File: src/rtl/sigbist_pkg.sv
package sigbist_pkg;
  localparam int unsigned SB_W = 3;
  localparam logic [SB_W-1:0] SB_GEN_SEED = 3'b100;
  localparam logic [SB_W-1:0] SB_GEN_MASK = 3'b011; // taps on Q1, Q2
  localparam logic [SB_W-1:0] SB_SIG_MASK = 3'b101; // taps on R0, R2
  localparam logic [SB_W-1:0] SB_GOOD_SIG = 3'b011;
endpackage

File: src/rtl/shift_fb_reg.sv
module shift_fb_reg #(
  parameter int unsigned W = 3,
  parameter logic [W-1:0] SEED = '0,
  parameter logic [W-1:0] MASK = '0
) (
  input  logic         clk,
  input  logic         init_n,
  input  logic         adv,
  input  logic         ser_in,
  output logic [W-1:0] q,
  output logic [W-1:0] q_nxt
);
  // bit W-1 is stage 0; the value shifts toward bit 0
  logic [W-1:0] tap_x;

  genvar gi;
  generate
    for (gi = 0; gi < W; gi++) begin : g_tap
      if (gi == 0) begin : g_first
        assign tap_x[gi] = MASK[gi] & q[gi];
      end else begin : g_rest
        assign tap_x[gi] = tap_x[gi-1] ^ (MASK[gi] & q[gi]);
      end
    end
  endgenerate

  assign q_nxt = {ser_in ^ tap_x[W-1], q[W-1:1]};

  always_ff @(posedge clk or negedge init_n) begin
    if (!init_n) q <= SEED;
    else if (adv) q <= q_nxt;
  end
endmodule

File: src/rtl/cut_logic.sv
module cut_logic (
  input  logic [2:0] vec,
  input  logic       fault_en,
  output logic       z
);
  logic s0, s1, s2;
  assign s0 = vec[2];
  assign s1 = vec[1];
  assign s2 = vec[0];
  assign z  = fault_en | ((~s0 & s1) | (s1 & s2));
endmodule

File: src/rtl/run_ctrl.sv
module run_ctrl #(
  parameter int unsigned RUN_LEN = 7
) (
  input  logic clk,
  input  logic init_n,
  input  logic start,
  output logic adv,
  output logic last,
  output logic done
);
  localparam int unsigned CW = $clog2(RUN_LEN + 1);
  localparam logic [CW-1:0] LAST_CNT = CW'(RUN_LEN - 1);

  logic [CW-1:0] cnt;
  logic          busy;

  assign adv  = ~done & (busy | start);
  assign last = (cnt == LAST_CNT);

  always_ff @(posedge clk or negedge init_n) begin
    if (!init_n) begin
      cnt  <= '0;
      busy <= 1'b0;
      done <= 1'b0;
    end else if (adv) begin
      cnt <= cnt + 1'b1;
      if (last) begin
        busy <= 1'b0;
        done <= 1'b1;
      end else begin
        busy <= 1'b1;
      end
    end
  end
endmodule

File: src/rtl/lfsr_sig_bist.sv
module lfsr_sig_bist
  import sigbist_pkg::*;
#(
  parameter int unsigned W = SB_W,
  parameter logic [W-1:0] GEN_SEED = SB_GEN_SEED,
  parameter logic [W-1:0] GEN_MASK = SB_GEN_MASK,
  parameter logic [W-1:0] SIG_MASK = SB_SIG_MASK,
  parameter logic [W-1:0] GOOD_SIG = SB_GOOD_SIG
) (
  input  logic         clk,
  input  logic         init_n,
  input  logic         start,
  input  logic         fault_en,
  output logic [W-1:0] gen_q,
  output logic [W-1:0] sig_q,
  output logic         done,
  output logic         pass
);
  localparam int unsigned RUN_LEN = (1 << W) - 1;

  logic         adv, last, resp;
  logic [W-1:0] gen_nxt, sig_nxt;

  run_ctrl #(.RUN_LEN(RUN_LEN)) u_ctrl (
    .clk(clk), .init_n(init_n), .start(start),
    .adv(adv), .last(last), .done(done)
  );

  shift_fb_reg #(.W(W), .SEED(GEN_SEED), .MASK(GEN_MASK)) u_gen (
    .clk(clk), .init_n(init_n), .adv(adv), .ser_in(1'b0),
    .q(gen_q), .q_nxt(gen_nxt)
  );

  cut_logic u_cut (.vec(gen_q), .fault_en(fault_en), .z(resp));

  shift_fb_reg #(.W(W), .SEED('0), .MASK(SIG_MASK)) u_sig (
    .clk(clk), .init_n(init_n), .adv(adv), .ser_in(resp),
    .q(sig_q), .q_nxt(sig_nxt)
  );

  always_ff @(posedge clk or negedge init_n) begin
    if (!init_n) pass <= 1'b0;
    else if (adv && last) pass <= (sig_nxt == GOOD_SIG);
  end
endmodule

File: config.mk
export PLATFORM = sky130hd
export DESIGN_NAME = lfsr_sig_bist
export DESIGN_NICKNAME = d
export VERILOG_FILES = /design/src/rtl/sigbist_pkg.sv /design/src/rtl/shift_fb_reg.sv /design/src/rtl/cut_logic.sv /design/src/rtl/run_ctrl.sv /design/src/rtl/lfsr_sig_bist.sv
export SDC_FILE = /design/constraint.sdc
export NUM_CORES = 1
export LEC_CHECK = 0
export ABC_AREA = 0
export BUFFER_PORTS_ARGS = -buffer_cell sky130_fd_sc_hd__buf_2
export CELL_PAD_IN_SITES_DETAIL_PLACEMENT = 1
export CELL_PAD_IN_SITES_GLOBAL_PLACEMENT = 1
export CORE_AREA = 5 5 45 47
export DETAILED_ROUTE_END_ITERATION = 8
export DIE_AREA = 0 0 50 52
export GPL_ROUTABILITY_DRIVEN = 0
export MAX_ROUTING_LAYER = met4
export PLACE_DENSITY = 0.74
export SETUP_SLACK_MARGIN = 0.15
export SLEW_MARGIN = 20
export SYNTH_ARGS = -nofsm -noshare
export SYNTH_HDL_FRONTEND = slang
export SYNTH_SLANG_ARGS = --single-unit
File: constraint.sdc
create_clock -name clk -period 1.5 [get_ports clk]
set_input_delay 0.075 -clock clk [delete_from_list [all_inputs] [get_ports clk]]
set_output_delay 0.075 -clock clk [all_outputs]
set_load 0.005 [all_outputs]
# ---- Yosys cells after proc, flatten, opt, wreduce, memory -nomap -nowiden
# Index checks and enable logic that the tools add are counted.
dict set report op_classes {
  add_sub_neg 1
  n_eq_ne 2
  mux 1
  bitwise_logic 11
  n_reduce_logical 2
}
# cell n
set ops {}
lappend ops {{$add A3 B1 Y3 const B} 1}
lappend ops {{$and A1 B1 Y1} 3}
lappend ops {{$eq A3 B2 Y1 const B} 1}
lappend ops {{$eq A3 B3 Y1 const B} 1}
lappend ops {{$or A1 B1 Y1} 3}
lappend ops {{$xor A1 B1 Y1} 3}
lappend ops {{$not A1 Y1} 2}
lappend ops {{$reduce_and A2 Y1} 1}
lappend ops {{$logic_and A1 B1 Y1} 1}
lappend ops {{$mux W1} 1}
dict set report word_totals {
  register_bits 12
  inputBits 4
  output_inout_bits 8
  wordCells 23
}

# ---- Depth between registers and ports, before layout
# Gate-level depths: netlist of the first run.
dict set report logic_depth {
  ltp_word 6
  depth_mapped 5
  depth_no_buf 5
}

# ---- Modules after synthesis
# From an unflattened synthesis of the first run, not the netlist that was laid out.
dict set report unflattened {
  cells_unflattened 48
  hier_area_um2 601.8
}
# module n_inst cells_each area_each_um2 seq_area_each_um2
set by_module_without_submodules {}
lappend by_module_without_submodules {run_ctrl 1 21 237.7 125.1}
lappend by_module_without_submodules {{shift_fb_reg (u_gen)} 1 9 153.9 76.3}
lappend by_module_without_submodules {{shift_fb_reg (u_sig)} 1 11 145.1 75.1}
lappend by_module_without_submodules {lfsr_sig_bist 1 5 51.3 25.0}
lappend by_module_without_submodules {cut_logic 1 2 13.8 0.0}

# ---- Worst setup path after synthesis of the first run
# Ideal clock, no wire load.
dict set report synth_path {
  kind {flip-flop to flip-flop}
  start {register u_gen.q[1]}
  end {register u_sig.q[2]}
  setup_time_ps 125
  arrival_time_ps 1142
  required_ps 1375
  setup_slack_ps 234
  stages_incl_launch_ff 5
  path_buffers 0
  synth_period_minus_slack_ps 1266
  path_cell_list {dfrtp_1 ha_1 a211oi_2 xnor2_1 mux2_2}
}
dict set report synth_between {
  elab_chain_cells 4
  word_cells_on_any_way 5
  cone_classes {5 x bitwise}
}
# element line_no
set synth_lines {}
lappend synth_lines {{start, declared} shift_fb_reg.sv:10} ;# output logic [W-1:0] q,
lappend synth_lines {{start signal, assigned} shift_fb_reg.sv:31} ;# else if (adv) q <= q_nxt;
lappend synth_lines {{$and A1 B1 Y1} cut_logic.sv:10} ;# assign z = fault_en | ((~s0 & s1) | (s1 & s2));
lappend synth_lines {{$or A1 B1 Y1 * (2 in a row)} cut_logic.sv:10}
lappend synth_lines {{$xor A1 B1 Y1 *} shift_fb_reg.sv:27} ;# assign q_nxt = {ser_in ^ tap_x[W-1], q[W-1:1]};
lappend synth_lines {{end signal, assigned} shift_fb_reg.sv:31}
lappend synth_lines {{end, declared} shift_fb_reg.sv:10}
# Mark *: on every way between the ends. The rest lies on a longest branch, timed or not.
# A chain may end at the register's enable or synchronous reset.

# ---- Worst setup path after layout of the first run
dict set report layout_path {
  start {register u_gen.q[0]}
  end {register u_sig.q[2]}
}
dict set report layout_between {
  elab_chain_cells 4
}
# element line_no
set layout_lines {}
lappend layout_lines {{$and A1 B1 Y1} cut_logic.sv:10}
lappend layout_lines {{$or A1 B1 Y1 (2 in a row)} cut_logic.sv:10}
lappend layout_lines {{$xor A1 B1 Y1} shift_fb_reg.sv:27}
# No other way between the ends.

==> results.md, run 1 <==
- Fin nets: 73
- Setup total negative slack: 0 ps
- Instance count after placement with tap cells included: 75
- Kind of critical path: flip-flop to flip-flop
- Sequential element share of the synthesized area: 53.2%
- HPWL after DPL: 855 µm
- Number of vias in the routed layout: 410
- Synthesized netlist cell count: 52
- Capturing element type of the critical path: flip-flop
- Instance count on the critical path: 4
- Cell depth of the worst flop-to-flop path: 4
- Post-synthesis average cell area: 10.9 µm²
- Worst flop-to-flop path startpoint: u_gen.q[0]
- Met3 track utilization from global routing: 4.87%
- Synthesis Warnings: 0
- Number of ports placed on the die boundary: 12
- Met1 layer usage reported by global route: 12.7%
- CTS tree: done
- Growth of design area from synthesis to finish: 18.5%
- Post-CTS clock slew at the launch and capture registers of the worst setup and hold paths: 80 ps
- Number of endpoints failing setup at the final stage: 0
- Type of element launching the critical path: flip-flop
- Slew headroom: 64.7%
- Gate family responsible for the most delay along the worst path: flip-flops
- Number of placement rows: 15
- Post-synthesis net count: 59
- Most utilized layer in the global route result: met2
- Number of vias per cell after detailed routing: 5.00
- Yosys top cell by area: sky130_fd_sc_hd__dfrtp_1
- Slew at the pin with the worst max-slew slack: 528 ps
- Status: completed
- Initial Utilization: between 30% and 40%
- Root buffer selected by CTS: sky130_fd_sc_hd__clkbuf_4
- Die Outline Area: between 2000 and 3000 µm²
- Critical path's slowest cell: sky130_fd_sc_hd__dfrtp_1
- Setup repair after global routing missed its margin: no
- Data arrival time of the critical path: between 1000 and 1500 ps
- Worst-path maximum fanout: 2
- Residual DRC: 0
- Area of the mapped netlist: approximately 570 µm²
- R2R Setup Slk: 200 ps
- Type of the tightest min-delay check: input pin to asynchronous set/reset pin
- Maximum number of pins on one net before global-route repair: 13
- Reg-to-Reg End: u_sig.q[2]
- Final-report max-slew violation count: 0
- Synthesized flop and latch total: 12
- Synth area leaders: sky130_fd_sc_hd__dfrtp_1 (49%), sky130_fd_sc_hd__nand2_1 (9.9%), sky130_fd_sc_hd__ha_1 (6.6%)
- GR Layer Usage met2: approximately 17%
- Final worst clock skew: 0.443 ps
- Sequence of cells on the critical path: ha_2 -> a211oi_2 -> xnor2_1 -> mux2_2
- Pwr Density: 2150 nW/µm²
- Antenna violations before repair: 0
- Clock Tree Buf Depth: 2
- Worst Path Required: 1660 ps
- Number of clock sinks: 12
- TritonCTS buffer count: 3
- Leakage power of the design: between 0.0003 and 0.0004 µW
- Share of Yosys cell area claimed by the top area cell type: around half
- Maximum achievable frequency: 0.767 GHz
- Count of antenna-violating nets left after detailed routing: 0
- Wire length of the first global-routing pass: 2180 µm
- # H-tree levels: 1
- Core box area: 1610 µm²
- DR WL/cell: 14.0 µm
- Number of unique standard cell types used by synthesis: 18
- Antenna Cells: 0
- Delay of the slowest cell on the worst path: 390 ps
- Via count of the first global-routing pass: 480
- First-pass detailed-route iteration total: 3
- Global route total overflow: 0
- Number of max-cap violations: 0
- Number of DRC violations after detailed-routing iteration 0: 1
- All-layer global routing usage: 12.4%
- WL final: 1150 µm
- Fraction of the cycle the final worst path needs: between 80% and 90%
- Clock Latency Late Sink: 270 ps
- Share of layout cells above drive strength 1: between 30% and 40%
- Count of endpoints failing hold in the final timing report: 0
- Util after Layout: between 40% and 50%
- Die width: 50 µm
- IR Drop Worst-Case VDD: a little over 0.6 mV
- Die Height: 52 µm
- Time the final worst path needs with I/O delays and setup: approximately 1300 ps
- Post-route total power: 1440 µW
- Crit path buffers/inverters: 0
- Layout fillers: approximately 190
- Non-filler cells in the finished layout: between 80 and 90
- Buffers added on ports: 11
## Yosys cell counts
cell type / number
sky130_fd_sc_hd__o21ai_0: 3
sky130_fd_sc_hd__mux2_2: 1
sky130_fd_sc_hd__ha_1: 3
sky130_fd_sc_hd__o21a_1: 1
sky130_fd_sc_hd__inv_1: 2
sky130_fd_sc_hd__o31ai_1: 1
sky130_fd_sc_hd__xor2_1: 1
sky130_fd_sc_hd__xnor2_1: 3
sky130_fd_sc_hd__nand2_1: 15
sky130_fd_sc_hd__nand3_2: 1
sky130_fd_sc_hd__dfrtp_1: 11
sky130_fd_sc_hd__a211oi_2: 1
sky130_fd_sc_hd__buf_6: 1
sky130_fd_sc_hd__o21bai_1: 1
sky130_fd_sc_hd__buf_4: 4
sky130_fd_sc_hd__o21ba_2: 1
sky130_fd_sc_hd__dfstp_2: 1
sky130_fd_sc_hd__nand2b_1: 1
## where the power goes
part	internal, µW	total, µW	switching, µW
logic	298	596	299
registers	474	587	113
clock network	148	259	112
## how the worst max path moves through the flow
stage | startpoint | endpoint | slack (ps)
4_1_cts | u_gen.q[0] | u_sig.q[2] | 170
3_5_place_dp | u_gen.q[1] | u_sig.q[2] | 120
5_1_grt | u_gen.q[0] | u_sig.q[2] | 160
2_1_floorplan | u_gen.q[1] | u_sig.q[2] | 230
6_report | u_gen.q[0] | u_sig.q[2] | 200
3_3_place_gp | u_gen.q[1] | u_sig.q[2] | 210
## through the flow
step / instance area, µm² / hold WS (ps) / setup WS, ps
6_report: 672 / 200 / 196
5_1_grt: 672 / 212 / 163
4_1_cts: 663 / 194 / 166
3_5_place_dp: 602 / -35.7 / 119
3_3_place_gp: 602 / -32.5 / 206
2_1_floorplan: 567 / -221 / 234
## cell usage in the layout, fill, tap and decap left out
cell                             n
sky130_fd_sc_hd__inv_1           2
sky130_fd_sc_hd__nand2b_1        1
sky130_fd_sc_hd__o21ba_4         1
sky130_fd_sc_hd__dlygate4sd3_1   1
sky130_fd_sc_hd__clkbuf_4        3
sky130_fd_sc_hd__a211oi_2        1
sky130_fd_sc_hd__o21a_1          1
sky130_fd_sc_hd__dfstp_2         1
sky130_fd_sc_hd__o21bai_1        1
sky130_fd_sc_hd__nand2_1        15
sky130_fd_sc_hd__ha_1            2
sky130_fd_sc_hd__ha_2            1
sky130_fd_sc_hd__buf_4           2
sky130_fd_sc_hd__xnor2_1         3
sky130_fd_sc_hd__nand3_2         1
sky130_fd_sc_hd__mux2_2          1
sky130_fd_sc_hd__xor2_1          1
sky130_fd_sc_hd__buf_2          11
sky130_fd_sc_hd__clkbuf_8        1
sky130_fd_sc_hd__o21ai_0         3
sky130_fd_sc_hd__o31ai_1         1
sky130_fd_sc_hd__dfrtp_1        11
## layout make-up
cell class | instances | area, µm² | share of cell area, %
Inverter | 2 | 7.51 | 1.12
Timing Repair Buffer | 14 | 80.1 | 11.9
Sequential cell | 12 | 302 | 44.9
Multi-Input combinational cell | 33 | 225 | 33.5
Tap cell | 17 | 21.3 | 3.17
Clock buffer | 4 | 36.3 | 5.40
## timing repair
item	CTS	global route
setup buffers	2	0
pin swaps	0	2
setup endpoints to repair	1	2
endpoints found under the hold margin	12	0
gates resized for setup	0	2
hold buffers	1	0
## kinds of logic (layout without fill, tap and decap cells)
logic type               count (synthesis)  after routing  share of synthesized area (%)
multiplexers                             1              1                           1.99
buffers and inverters                    7             20                           8.61
XOR/XNOR                                 4              4                           6.18
adder cells (fa/ha/maj)                  3              3                           6.62
AO/OA/AOI/OAI                            8              8                           10.6
flip-flops                              12             12                           53.2
AND/OR/NAND/NOR                         17             17                           12.8
## routing by layer
layer	share of wire (%)	wire, µm	vias to the layer above
li1	-	-	193
met1	41	476	201
met2	48	548	12
met3	6.1	70	4
met4	4.9	57	0
met5	0	0	-
## registers in the layout (all words and copies together), names as in the netlist
| name | cells |
|---|---|
| u_ctrl.cnt | 3 |
| u_gen.q | 3 |
| u_sig.q | 3 |
| pass | 1 |
| u_ctrl.busy | 1 |
| u_ctrl.done | 1 |
Note: power is estimated with default switching activity, not from simulation.
==> run 2: changes to the inputs <==
Settings changed: ABC_AREA 0 to 1, CELL_PAD_IN_SITES_DETAIL_PLACEMENT 1 to default, CELL_PAD_IN_SITES_GLOBAL_PLACEMENT 1 to default, CORE_AREA 5 5 45 47 to 5 5 42 44, DIE_AREA 0 0 50 52 to 0 0 47 49, PLACE_DENSITY 0.74 to 0.72.
==> run 2 against run 1 <==
Compared with the run above: synthesized cell count is 29% higher; maximum frequency is 14% higher; sequential share of layout area is 0.41 points lower; sequential power is 45% lower; global-route usage is 1.7 points lower; critical path depth is 4 higher; synthesized area is 6.4% higher; via count is 2.7% higher; clock-buffer cell count stayed put; hold slack worse by 1.8 ps; critical path type unchanged; highest routed layer unchanged.
==> results.md, run 2 <==
- Status: completed
- Commonest non-fill, non-tap cell in the layout: sky130_fd_sc_hd__nand2_1
- Setup repair after global routing missed its margin: no
- Seq. cell area: 302 µm² (unchanged)
- Area of the mapped netlist: 603 µm² (+6.4%)
- Fin nets: 86 (+18%)
- Worst-path maximum fanout: 4 (+2)
- Clock Tree Buf Depth: 2 (unchanged)
- Final-report max-slew violation count: 0 (unchanged)
- Area occupied by multi-input gates: 225 µm² (unchanged)
- Synthesis Warnings: 0 (unchanged)
- Share of flip-flops with an asynchronous set or reset after synthesis: 100% (unchanged)
- Fraction of the cycle the final worst path needs: 75.9% (-11 points)
- Kind of critical path: flip-flop to flip-flop
- HPWL after DPL: 751 µm (-12%)
- Core box area: 1400 µm² (-13%)
- Number of unique standard cell types used by synthesis: 17 (-1)
- Final design area excluding fillers: 678 µm² (+0.93%)
- Type of the tightest min-delay check: input pin to asynchronous set/reset pin
- Pwr Density: 813 nW/µm² (-62%)
- Die width: 47 µm (-6.0%)
- Yosys top cell by area: sky130_fd_sc_hd__dfrtp_1
- Via count of the first global-routing pass: 398 (-17%)
- Count leader, synth: sky130_fd_sc_hd__nand2_1
- Worst Path Required: 1720 ps (+60 ps)
- First-pass detailed-route iteration total: 4 (+1)
- Capturing element type of the critical path: flip-flop
- Number of placement rows: 14 (-1)
- Growth of design area from synthesis to finish: 12.4%
- Post-synthesis net count: 74 (+25%)
- Antenna Cells: 0 (unchanged)
- Antenna violations before repair: 0 (unchanged)
- Global route total overflow: 0 (unchanged)
- Commonest cells in the synthesized netlist: sky130_fd_sc_hd__nand2_1 (21), sky130_fd_sc_hd__dfrtp_1 (11), sky130_fd_sc_hd__inv_1 (9)
- Die Outline Area: 2300 µm² (-11%)
- Initial Utilization: 43.0% (+7.9 points)
- Data arrival time of the critical path: 1360 ps (-110 ps)
- Count of antenna-violating nets left after detailed routing: 0 (unchanged)
- Sequential element share of the synthesized area: 50.0% (-3.2 points)
- Number of DRC violations after detailed-routing iteration 0: 6 (+5)
- TritonCTS buffer count: 3 (unchanged)
- Share of Yosys cell area claimed by the top area cell type: 45.6% (-2.9 points)
- Maximum number of pins on one net before global-route repair: 13 (unchanged)
- Slew headroom: 82.1% (+17 points)
- DP Area: 637 µm² (+5.8%)
- # H-tree levels: 1 (unchanged)
- Leakage power of the design: 0.000381 µW (+17%)
- Share of layout cells above drive strength 1: 25.6% (-9.7 points)
- Synthesized flop and latch total: 12 (unchanged)
- Slew at the pin with the worst max-slew slack: 269 ps (-259 ps)
- Number of max-cap violations: 0 (unchanged)
- Most frequent cells in the layout: sky130_fd_sc_hd__nand2_1 (21), sky130_fd_sc_hd__buf_2 (11), sky130_fd_sc_hd__dfrtp_1 (11)
- Clock Latency Late Sink: 270 ps (about the same)
- Top flip-flop cell by instance count after synthesis: sky130_fd_sc_hd__dfrtp_1
- Routed met1 length: 440 µm (-7.6%)
- Type of element launching the critical path: flip-flop
- Post-synthesis average cell area: 9.00 µm² (-17%)
- Layout fillers: 144 (-24%)
- Biggest regs: u_ctrl.cnt: 3 flops, u_gen.q: 3 flops, u_sig.q: 3 flops
- Root buffer selected by CTS: sky130_fd_sc_hd__clkbuf_4
- Number of clock sinks: 12 (unchanged)
- Number of post-CTS setup repair buffers: 0 (-2)
- Wire length of the first global-routing pass: 1710 µm (-22%)
- Number of endpoints failing setup at the final stage: 0 (unchanged)
- Synth area leaders: sky130_fd_sc_hd__dfrtp_1 (46%), sky130_fd_sc_hd__nand2_1 (13%), sky130_fd_sc_hd__ha_1 (6.2%)
- Setup total negative slack: 0 ps (unchanged)
- Number of ports placed on the die boundary: 12 (unchanged)
- Count of endpoints failing hold in the final timing report: 0 (unchanged)
- Time the final worst path needs with I/O delays and setup: 1140 ps (-165 ps)
- WL final: 975 µm (-15%)
- DR WL/cell: 10.4 µm (-26%)
- Met3 routed WL: 43 µm (-39%)
- Die Height: 49 µm (-5.8%)
- IR Drop Worst-Case VDD: 0.549 mV (-9.0%)
- Number of vias in the routed layout: 421 (+2.7%)
- Buffers added on ports: 11 (unchanged)
- Highest metal layer with signal wires: met4
- All-layer global routing usage: 10.6% (-1.7 points)
- Number of vias per cell after detailed routing: 4.48 (-10%)
- Final worst clock skew: 6.20 ps (+5.75 ps)
- Maximum achievable frequency: 0.878 GHz (+14%)
- Residual DRC: 0 (unchanged)
- CTS tree: done
- Synthesized netlist cell count: 67 (+29%)
- Count of flip-flops with a built-in enable after synthesis: 0 (unchanged)
- Post-CTS clock slew at the launch and capture registers of the worst setup and hold paths: 80 ps (about the same)
- Detailed route wirelength on metal2: 464 µm (-15%)
## run 2: cell types whose count changed after synthesis, moves of 2 or more
cell                      change
sky130_fd_sc_hd__nand2_1      +6
sky130_fd_sc_hd__nor2_1       +2
sky130_fd_sc_hd__inv_1        +7
sky130_fd_sc_hd__o21ai_1      +4
sky130_fd_sc_hd__nand3_1      +2
## run 2: layer usage
metal	GRT usage, %	vias to the layer above
met2	14.9	8
met5	-	-
li1	-	223
met1	14.1	186
met3	2.21	4
met4	5.53	0
## run 2: timing repair
item                                    CTS  global route
hold endpoints to repair                 12             0
hold buffers                              1             0
endpoints found under the setup margin    0             1
gates resized for setup                   0             2
## run 2: layout make-up
class / count / area share [%]
multi-input cells: 40 / 33.2
inverters: 10 / 5.90
flip-flops and latches: 12 / 44.5
well taps: 16 / 2.95
repair buffers: 12 / 9.59
clock buffers: 4 / 3.87
## run 2: path summary, 6_finish.rpt
path | startpoint | endpoint | slack (ps) | depth (start not counted)
min in group clk | start | u_ctrl.done | 200 | 5
max in group asynchronous | init_n | u_gen.q[2] | 1030 | 2
hold / removal | init_n | pass | 200 | 2
setup reg to reg | u_ctrl.cnt[0] | pass | 360 | 8
hold reg to reg | u_ctrl.cnt[2] | u_ctrl.cnt[2] | 480 | 1
setup / recovery | u_ctrl.cnt[0] | pass | 360 | 8
## run 2: cell families (layout without fill, tap and decap cells)
group	count (synthesis)	after routing	share of synthesized area (%)
compound gates	7	7	6.22
flops	12	12	50.0
buf+inv	15	26	13.5
xor+xnor	4	4	7.06
fa+ha+maj	3	3	6.22
simple gates	26	26	17.0
## run 2: power by group
part           internal [µW]  total (µW)  switching [µW]
Combinational           6.39        17.0            10.6
Sequential               323         323               0
Clock                    103         211             108
## run 2: through the flow
step                hold WS (ps)  setup slack [ps]  instances  total power (µW)  utilization [%]
floorplan                   -221               425         67               335                -
finish                       198               361         94               551             48.4
global placement           -34.3               373         89               345             45.4
detailed placement         -30.9               326         89               345             45.4
CTS                          208               301         94               558             48.0
global route                 221               175         94               585             48.4
## run 2: worst max-delay path: stages, from the launching register on
cell	delay, ps
sky130_fd_sc_hd__dfrtp_1	400
sky130_fd_sc_hd__inv_2	90
sky130_fd_sc_hd__ha_1	150
sky130_fd_sc_hd__nand2_1	50
sky130_fd_sc_hd__inv_1	60
sky130_fd_sc_hd__nand3_2	100
sky130_fd_sc_hd__nor2_1	120
sky130_fd_sc_hd__nand3_1	70
sky130_fd_sc_hd__nand2_1	60
